<file path="src/rtl/sbs_pkg.sv">
package sbs_pkg;
  localparam int INSTR_W   = 16;
  localparam int XLEN      = 32;
  localparam int IMM_LO_W  = 6;
  localparam int PFX_W     = 13;
  localparam int PFX_DEPTH = 2;
  localparam int RIDX_W    = 4;
  localparam int LANES     = XLEN / 8;
  localparam int LANE_W    = $clog2(LANES);
  localparam int CNT_W     = $clog2(PFX_DEPTH + 1);

  localparam logic [5:0] STORE_OP = 6'b010101;
  localparam logic [2:0] PFX_OP   = 3'b110;

  typedef enum logic [1:0] {
    SEQ_IDLE = 2'd0,
    SEQ_EX1  = 2'd1,
    SEQ_EX2  = 2'd2
  } seq_state_e;

  // Displacement assembly: imm6 low, newest chunk next, older chunk on top.
  function automatic logic [XLEN-1:0] build_disp(
    input logic [CNT_W-1:0]    cnt,
    input logic [PFX_W-1:0]    newest,
    input logic [PFX_W-1:0]    older,
    input logic [IMM_LO_W-1:0] lo
  );
    logic [XLEN-1:0] d;
    d = XLEN'(lo);
    if (cnt >= CNT_W'(1)) d = d | (XLEN'(newest) << IMM_LO_W);
    if (cnt >= CNT_W'(2)) d = d | (XLEN'(older) << (IMM_LO_W + PFX_W));
    return d;
  endfunction

  function automatic logic [XLEN-1:0] place_byte(
    input logic [LANE_W-1:0] lane,
    input logic [7:0]        b
  );
    return XLEN'(b) << (8 * int'(lane));
  endfunction

  function automatic logic [LANES-1:0] lane_strobe(input logic [LANE_W-1:0] lane);
    return LANES'(1) << lane;
  endfunction
endpackage

</file>
<file path="src/rtl/sbs_decode.sv">
module sbs_decode
  import sbs_pkg::*;
(
  input  logic [INSTR_W-1:0]  instr,
  output logic                is_store,
  output logic                is_pfx,
  output logic [IMM_LO_W-1:0] imm_lo,
  output logic [RIDX_W-1:0]   src_idx,
  output logic [PFX_W-1:0]    pfx_chunk
);
  always_comb begin
    is_store  = (instr[INSTR_W-1 -: 6] == STORE_OP);
    is_pfx    = (instr[INSTR_W-1 -: 3] == PFX_OP);
    imm_lo    = instr[RIDX_W +: IMM_LO_W];
    src_idx   = instr[RIDX_W-1:0];
    pfx_chunk = instr[PFX_W-1:0];
  end
endmodule

</file>
<file path="src/rtl/sbs_prefix_acc.sv">
module sbs_prefix_acc #(
  parameter int CHUNK_W = 13,
  parameter int DEPTH   = 2,
  localparam int CW     = $clog2(DEPTH + 1)
) (
  input  logic                     clk,
  input  logic                     rst_n,
  input  logic                     push,
  input  logic                     clear,
  input  logic [CHUNK_W-1:0]       chunk_in,
  output logic [CW-1:0]            cnt,
  output logic [DEPTH*CHUNK_W-1:0] chunks
);
  logic [CHUNK_W-1:0] chunk_q [DEPTH];
  logic [CW-1:0]      cnt_q;

  always_ff @(posedge clk) begin
    if (!rst_n) begin
      cnt_q <= '0;
    end else if (clear) begin
      cnt_q <= '0;
    end else if (push && cnt_q != CW'(DEPTH)) begin
      cnt_q <= cnt_q + CW'(1);
    end
  end

  // Slot 0 holds the newest chunk; older chunks shift upward and fall off.
  for (genvar i = 0; i < DEPTH; i++) begin : g_slot
    always_ff @(posedge clk) begin
      if (!rst_n) begin
        chunk_q[i] <= '0;
      end else if (push) begin
        if (i == 0) chunk_q[i] <= chunk_in;
        else        chunk_q[i] <= chunk_q[(i > 0) ? i-1 : 0];
      end
    end
    assign chunks[i*CHUNK_W +: CHUNK_W] = chunk_q[i];
  end

  assign cnt = cnt_q;
endmodule

</file>
<file path="src/rtl/sbs_store_seq.sv">
module sbs_store_seq
  import sbs_pkg::*;
(
  input  logic              clk,
  input  logic              rst_n,
  input  logic              start,
  input  logic [XLEN-1:0]   disp_in,
  input  logic [RIDX_W-1:0] src_in,
  input  logic [XLEN-1:0]   sp,
  input  logic [XLEN-1:0]   rf_data,
  input  logic              mem_ready,
  output logic [RIDX_W-1:0] rf_addr,
  output logic              busy,
  output logic              mem_req,
  output logic [XLEN-1:0]   mem_addr,
  output logic [XLEN-1:0]   mem_wdata,
  output logic [LANES-1:0]  mem_be,
  output logic              done,
  output logic              ex1_evt,
  output logic              handoff_evt
);
  seq_state_e        st_q, st_n;
  logic [XLEN-1:0]   disp_q;
  logic [RIDX_W-1:0] src_q;
  logic [XLEN-1:0]   addr_q, wdata_q;
  logic [LANES-1:0]  be_q;
  logic              done_q;
  logic [XLEN-1:0]   addr_n;

  assign ex1_evt     = (st_q == SEQ_EX1);
  assign handoff_evt = (st_q == SEQ_EX2) && mem_ready;
  assign addr_n      = sp + disp_q;

  always_comb begin
    st_n = st_q;
    unique case (st_q)
      SEQ_IDLE: if (start) st_n = SEQ_EX1;
      SEQ_EX1:  st_n = SEQ_EX2;
      SEQ_EX2:  if (mem_ready) st_n = SEQ_IDLE;
      default:  st_n = SEQ_IDLE;
    endcase
  end

  always_ff @(posedge clk) begin
    if (!rst_n) begin
      st_q   <= SEQ_IDLE;
      done_q <= 1'b0;
    end else begin
      st_q   <= st_n;
      done_q <= handoff_evt;
    end
  end

  always_ff @(posedge clk) begin
    if (!rst_n) begin
      disp_q  <= '0;
      src_q   <= '0;
      addr_q  <= '0;
      wdata_q <= '0;
      be_q    <= '0;
    end else begin
      if (start && st_q == SEQ_IDLE) begin
        disp_q <= disp_in;
        src_q  <= src_in;
      end
      if (ex1_evt) begin
        addr_q  <= addr_n;
        wdata_q <= place_byte(addr_n[LANE_W-1:0], rf_data[7:0]);
        be_q    <= lane_strobe(addr_n[LANE_W-1:0]);
      end
    end
  end

  assign rf_addr   = src_q;
  assign busy      = (st_q != SEQ_IDLE);
  assign mem_req   = (st_q == SEQ_EX2);
  assign mem_addr  = addr_q;
  assign mem_wdata = wdata_q;
  assign mem_be    = be_q;
  assign done      = done_q;
endmodule

</file>
<file path="src/rtl/sprel_bstore.sv">
module sprel_bstore
  import sbs_pkg::*;
(
  input  logic        clk,
  input  logic        rst_n,
  input  logic        instr_valid,
  input  logic [15:0] instr,
  input  logic [31:0] sp,
  output logic [3:0]  rf_addr,
  input  logic [31:0] rf_data,
  output logic        mem_req,
  output logic [31:0] mem_addr,
  output logic [31:0] mem_wdata,
  output logic [3:0]  mem_be,
  input  logic        mem_ready,
  output logic        busy,
  output logic        done
);
  logic                     is_store, is_pfx;
  logic [IMM_LO_W-1:0]      imm_lo;
  logic [RIDX_W-1:0]        src_idx;
  logic [PFX_W-1:0]         pfx_chunk;
  logic [CNT_W-1:0]         pfx_cnt;
  logic [PFX_DEPTH*PFX_W-1:0] pfx_chunks;
  logic                     take_word;
  logic                     accept_evt;
  logic                     push_evt;
  logic                     drop_evt;
  logic [XLEN-1:0]          disp;
  logic                     ex1_evt, handoff_evt;

  sbs_decode u_dec (
    .instr     (instr),
    .is_store  (is_store),
    .is_pfx    (is_pfx),
    .imm_lo    (imm_lo),
    .src_idx   (src_idx),
    .pfx_chunk (pfx_chunk)
  );

  assign take_word  = instr_valid && !busy;
  assign accept_evt = take_word && is_store;
  assign push_evt   = take_word && is_pfx;
  assign drop_evt   = take_word && !is_pfx;

  sbs_prefix_acc #(.CHUNK_W(PFX_W), .DEPTH(PFX_DEPTH)) u_pfx (
    .clk      (clk),
    .rst_n    (rst_n),
    .push     (push_evt),
    .clear    (drop_evt),
    .chunk_in (pfx_chunk),
    .cnt      (pfx_cnt),
    .chunks   (pfx_chunks)
  );

  assign disp = build_disp(pfx_cnt, pfx_chunks[0 +: PFX_W], pfx_chunks[PFX_W +: PFX_W], imm_lo);

  sbs_store_seq u_seq (
    .clk         (clk),
    .rst_n       (rst_n),
    .start       (accept_evt),
    .disp_in     (disp),
    .src_in      (src_idx),
    .sp          (sp),
    .rf_data     (rf_data),
    .mem_ready   (mem_ready),
    .rf_addr     (rf_addr),
    .busy        (busy),
    .mem_req     (mem_req),
    .mem_addr    (mem_addr),
    .mem_wdata   (mem_wdata),
    .mem_be      (mem_be),
    .done        (done),
    .ex1_evt     (ex1_evt),
    .handoff_evt (handoff_evt)
  );
endmodule

</file>
<file path="config.mk">
export PLATFORM = sky130hd
export DESIGN_NAME = sprel_bstore
export DESIGN_NICKNAME = d
export VERILOG_FILES = /design/src/rtl/sbs_pkg.sv /design/src/rtl/sbs_decode.sv /design/src/rtl/sbs_prefix_acc.sv /design/src/rtl/sbs_store_seq.sv /design/src/rtl/sprel_bstore.sv
export SDC_FILE = /design/constraint.sdc
export NUM_CORES = 1
export LEC_CHECK = 0
export BUFFER_PORTS_ARGS = -buffer_cell sky130_fd_sc_hd__buf_2
export CORE_MARGIN = 5
export CORE_UTILIZATION = 45
export CTS_CLUSTER_SIZE = 28
export DETAILED_ROUTE_END_ITERATION = 10
export PLACE_DENSITY = 0.69
export SLEW_MARGIN = 20
export SYNTH_ARGS = -nofsm -noshare
export SYNTH_HDL_FRONTEND = slang
export SYNTH_SLANG_ARGS = --single-unit
</file>
<file path="constraint.sdc">
create_clock -name clk -period 3.85 [get_ports clk]
set_input_delay 0.77 -clock clk [delete_from_list [all_inputs] [get_ports clk]]
set_output_delay 0.77 -clock clk [all_outputs]
set_load 0.02 [all_outputs]
</file>
# Yosys cells after proc, flatten, opt, wreduce, memory -nomap -nowiden
# Memories as Yosys holds them, arrays and structs flattened.
# Index checks and enable logic that the tools add are counted.
[op_classes]
bitwise_logic = 5
mux = 11
magnitude_cmp = 2
n_addsub = 2
shift = 2
n_eq_ne = 7
n_reduce_logical = 13
[ops]
columns = ["op", "count"]
rows = [
  ["$mux 32", 2],
  ["$add 32x32->32", 1],
  ["$or 32x32->32", 1],
  ["$shl 8x5->32", 1],
  ["$mux 13", 2],
  ["$or 6x19->19", 1],
  ["$logic_and 1x1->1", 7],
  ["$eq 6x5->1 const B", 1],
  ["$pmux 2 s3", 1],
  ["$mux 1", 4],
  ["$mux 2", 2],
  ["$ne 2x1->1 const B", 2],
  ["$shl 1x2->4 const A", 1],
  ["$eq 3x3->1 const B", 1],
  ["$add 2x1->2 const B", 1],
  ["$eq 2x1->1 const B", 1],
  ["$eq 2x2->1 const B", 1],
  ["$ge 2x1->1 const B", 1],
  ["$ge 2x2->1 const B", 1],
  ["$logic_not 1->1", 2],
  ["$logic_not 2->1", 1],
  ["$ne 2x2->1 const B", 1],
  ["$or 1x1->1", 2],
  ["$reduce_and 2->1", 1],
  ["other kinds (3)", 3],
]
[word_totals]
in_bits = 84
n_memories = 1
word_cells = 51
out_inout_bits = 75
reg_bits = 109
ram_bits = 26
[memory_table]
columns = ["memory", "depth", "width", "read_ports", "rd_clocked_by_memory_dff", "wr", "line", "rtl"]
rows = [
  ["u_pfx.chunk_q", 2, 13, 2, 0, 2, "sbs_prefix_acc.sv:14", "logic [CHUNK_W-1:0] chunk_q [DEPTH];"],
]

# Longest topological paths before layout
[depth]
ltp_word = 8
mapped_depth = 12
ltp_nobuf = 12

# Hierarchy
# A second synthesis with hierarchy kept.
[hier_totals]
cells_unflattened = 783
area_unflattened_um2 = 6806.5
[by_module_without_submodules]
columns = ["mod", "n_inst", "cells_each", "area_per_inst_um2", "seq_area_each_um2"]
rows = [
  ["sbs_store_seq", 1, 655, 5265.0, 2142.1],
  ["sbs_prefix_acc", 1, 67, 1081.0, 820.8],
  ["sprel_bstore", 1, 33, 241.5, 0.0],
  ["sbs_decode", 1, 28, 219.0, 0.0],
]

# Worst setup path after synthesis
# Ideal clock, no wire load.
[synth_path]
path_kind = "input to register"
from = "input port sp[0]"
to = "register u_seq.addr_q[22] (netlist: u_seq.mem_addr[22])"
path_stages = 12
arrival_ns = 3.007
t_required_ns = 3.788
setup_slack_ns = 0.781
n_path_buf = 0
setup_time_ns = 0.062
cell_sequence = "ha_1 inv_1 fa_1 nand2b_1 a21oi_2 o21ai_2 a21oi_4 a41oi_1 o31ai_1 a21oi_1 or4_1 nand3_1"
[synth_via]
elab_chain_cells = 1
[synth_lines]
columns = ["element", "line", "rtl"]
rows = [
  ["start: declaration", "sprel_bstore.sv:8", "input logic [31:0] sp,"],
  ["$add 32x32->32", "sbs_store_seq.sv:32", "assign addr_n = sp + disp_q;"],
  ["end signal: assignment", "sbs_store_seq.sv:67", "addr_q <= addr_n;"],
  ["end: declaration", "sbs_store_seq.sv:25", "logic [XLEN-1:0] addr_q, wdata_q;"],
]
# No other way between the ends.
# A chain may end at the register's enable or synchronous reset.

# Final worst setup path
# Same ends and word-level chain as after synthesis.

==> flow_summary.json <==
{
  "status": "finished clean",
  "final_hold_viol_count": 0,
  "die_x_um": 130,
  "timing.fmax_mhz": 315,
  "final-max-slew-violation-count": 0,
  "cellLeakagePower_nw": 3.49,
  "htreeDepth": 4,
  "crit_buf_inv": 2,
  "ios": 159,
  "routedWlPerCell_um": 17.5,
  "overflow": 0,
  "arrival_ns": 3.53,
  "clk_pin_slew_ns": 0.06,
  "synth_edf_count": 26,
  "postCtsHoldBufs": 0,
  "syn_area_um2": 6430,
  "n_fill_cell": 1294,
  "grt_pass1_vias": 5492,
  "critPathSlowestCell": "o31ai_1",
  "finish.utilization_pct": 55.9,
  "cts_root_buf": "clkbuf_16",
  "finClkSkew_ns": 0.00751,
  "yosysWarnings": 0,
  "die_h_um": 130,
  "cellPowerDensity_nw_per_um2": 405,
  "synth.top_cell.area_share_pct": 33.9,
  "cp-start-kind": "input pin",
  "cts_setup_buffers": 0,
  "setup_viol": 0,
  "worst_slack_ns": 0.680,
  "async_flop_share_pct": 0,
  "row_count": 43,
  "die_area_um2": 16800,
  "antenna_found_initial": 3,
  "slowest_delay_ns": 0.44,
  "wirelength_mm": 17.6,
  "syn_area_per_cell_um2": 9.36,
  "layout-drive-gt1-share_pct": 23.7,
  "cts-resized-gates": 0,
  "worstPathRequired_ns": 4.21,
  "dpl_cell_area_um2": 7220,
  "layout_min_cycle_time_ns": 3.17,
  "final_cell_mix": "134 x buf_2, 109 x dfxtp_1, 81 x nor2_1, 54 x a21oi_1, 52 x nand2_1",
  "p_total_mw": 3.15,
  "rsz0062_at_grt": "false",
  "cp_cell_sequence": "buf_2, ha_1, inv_1, fa_1, nand2b_1, a21oi_2, o21ai_2, a21oi_4, a41oi_1, o31ai_1, a21oi_1, or4_1, nand3_1",
  "cts_tree": "done",
  "clkLatencyLatePin_ns": 0.42,
  "final_cell_area_um2": 7790,
  "post-place-ws_ns": 0.269,
  "drt-pass1-iter-count": 5,
  "vias_per_cell": 5.48,
  "worst_pin_slew_ns": 0.922,
  "ys_types": 61,
  "route.detailed.drc": 0,
  "final.period_utilization_pct": 82.3,
  "coreArea_um2": 13900,
  "clock_sinks": 135,
  "syn-num-nets": 805,
  "initial_utilization_pct": 46.2,
  "path_delay_family": "compound AO/OA/AOI/OAI gates",
  "final_antenna_net_count": 0,
  "cts_inserted_buffers": 17,
  "areaGrowthSynthToFinish_pct": 21.1,
  "final_common_cell": "buf_2",
  "grt_pass1_wl_mm": 28.0,
  "syn_inst": 687,
  "ys.flop_type": "dfxtp_1",
  "relSlewSlack_pct": 38.5,
  "crit_type": "input pin to flop",
  "max-vdd-ir-drop_v": 0.000277,
  "ys_top_cells_by_area": "dfxtp_1 34%, edfxtp_1 12%, ha_1 6.4%, nor2_1 4.7%, a21oi_1 4.2%",
  "endpoint_kind": "flop",
  "final_nets": 929,
  "synth_top_area_cell": "dfxtp_1",
  "setup_tns_ns": 0,
  "place_hpwl_mm": 13.5,
  "crit_path_max_fanout": 4,
  "vias": 5516,
  "track_usage_pct": 21.3,
  "grt_max_degree": 68,
  "ys_seq_elements": 135,
  "drt_iter0_drc": 359,
  "place.gp.congestion": 0.869,
  "io_buffers": 134,
  "seq_area_frac_synth_pct": 46.1,
  "hold_class": "flop to flop",
  "clk_path_buf_depth": 2,
  "cap_violations": 0,
  "final_cells": 1006,
  "holdWs_ns": 0.450,
  "place_inst": 972
}
==> per-layer routing <==
| layer | wire (um) | share of wire, % | GRT usage (%) |
|---|---|---|---|
| met1 | 7520 | 43 | 26.2 |
| met4 | 379 | 2.2 | 7.76 |
| met3 | 1130 | 6.4 | 5.81 |
| met5 | 13 | 0.074 | 0 |
| met2 | 8560 | 49 | 35.9 |
==> registers in the layout, indices dropped and copies added, names as in the netlist <==
name / flops
u_seq.done: 1
u_seq.rf_addr: 4
u_seq.mem_addr: 32
u_seq.mem_be: 4
u_pfx.cnt: 2
u_seq.st_q: 2
u_pfx.chunk_q: 26
u_seq.mem_wdata: 32
u_seq.disp_q: 32
==> worst paths after layout <==
path                                    startpoint                 end  slack, ns  depth (start not counted)
worst max register to register     u_seq.disp_q[0]  u_seq.mem_addr[22]       0.75                         12
worst min register to register  u_seq.mem_addr[11]  u_seq.mem_addr[11]       0.45                          2
worst min-delay path            u_seq.mem_addr[11]  u_seq.mem_addr[11]       0.45                          2
worst max-delay path                         sp[0]  u_seq.mem_addr[22]       0.68                         13
==> power by group <==
part / leakage, nW / internal [mW] / total, mW / switching [mW]
Clock: 0.272 / 0.849 / 1.53 / 0.681
Sequential: 1.15 / 1.45 / 1.46 / 0.00719
Combinational: 2.07 / 0.0563 / 0.162 / 0.105
==> final cells by class <==
class / instances / area, um^2 / area share, %
Sequential cell: 135 / 2960 / 38.0
Clock buffer: 17 / 425 / 5.46
Antenna cell: 2 / 5.00 / 0.0642
Inverter: 16 / 60.1 / 0.771
Multi-Input combinational cell: 497 / 3230 / 41.5
Clock inverter: 15 / 134 / 1.72
Tap cell: 180 / 225 / 2.89
Timing Repair Buffer: 144 / 746 / 9.57
==> cell usage after synthesis (4+ instances only) <==
cell type  instances
ha_1              33
a31oi_1            5
dfxtp_1          109
inv_1             16
nand4_1            9
buf_2              4
a21o_1            11
clkbuf_1          27
nand2b_1           6
edfxtp_1          26
xnor2_1           16
and2_1            31
o21a_1             4
nor2_1            81
a21oi_1           54
and3_1             4
a211oi_1           8
mux2i_1           12
a22o_1            26
nand3_1           24
o211ai_1           4
o21ai_0           25
a22oi_1           33
nor3_1             5
nand2_1           53
==> worst reg2reg max path, stage by stage, from the launching register on <==
cell and delay [ns]:
dfxtp_1 0.35, ha_1 0.20, inv_1 0.07, fa_1 0.37
nand2b_1 0.20, a21oi_2 0.18, o21ai_2 0.10, a21oi_4 0.19
a41oi_1 0.19, o31ai_1 0.44, a21oi_1 0.24, or4_1 0.44
nand3_1 0.08
==> cells by family after synthesis <==
family | synth area share (%)
and+or+nand+nor | 17.2
buffers and inverters | 3.75
adders and majority gates | 6.73
xor gates and xnor gates | 2.59
muxes | 1.87
DFF | 46.1
AOI/OAI and AO/OA | 21.8
(Power assumes the default switching activity.)
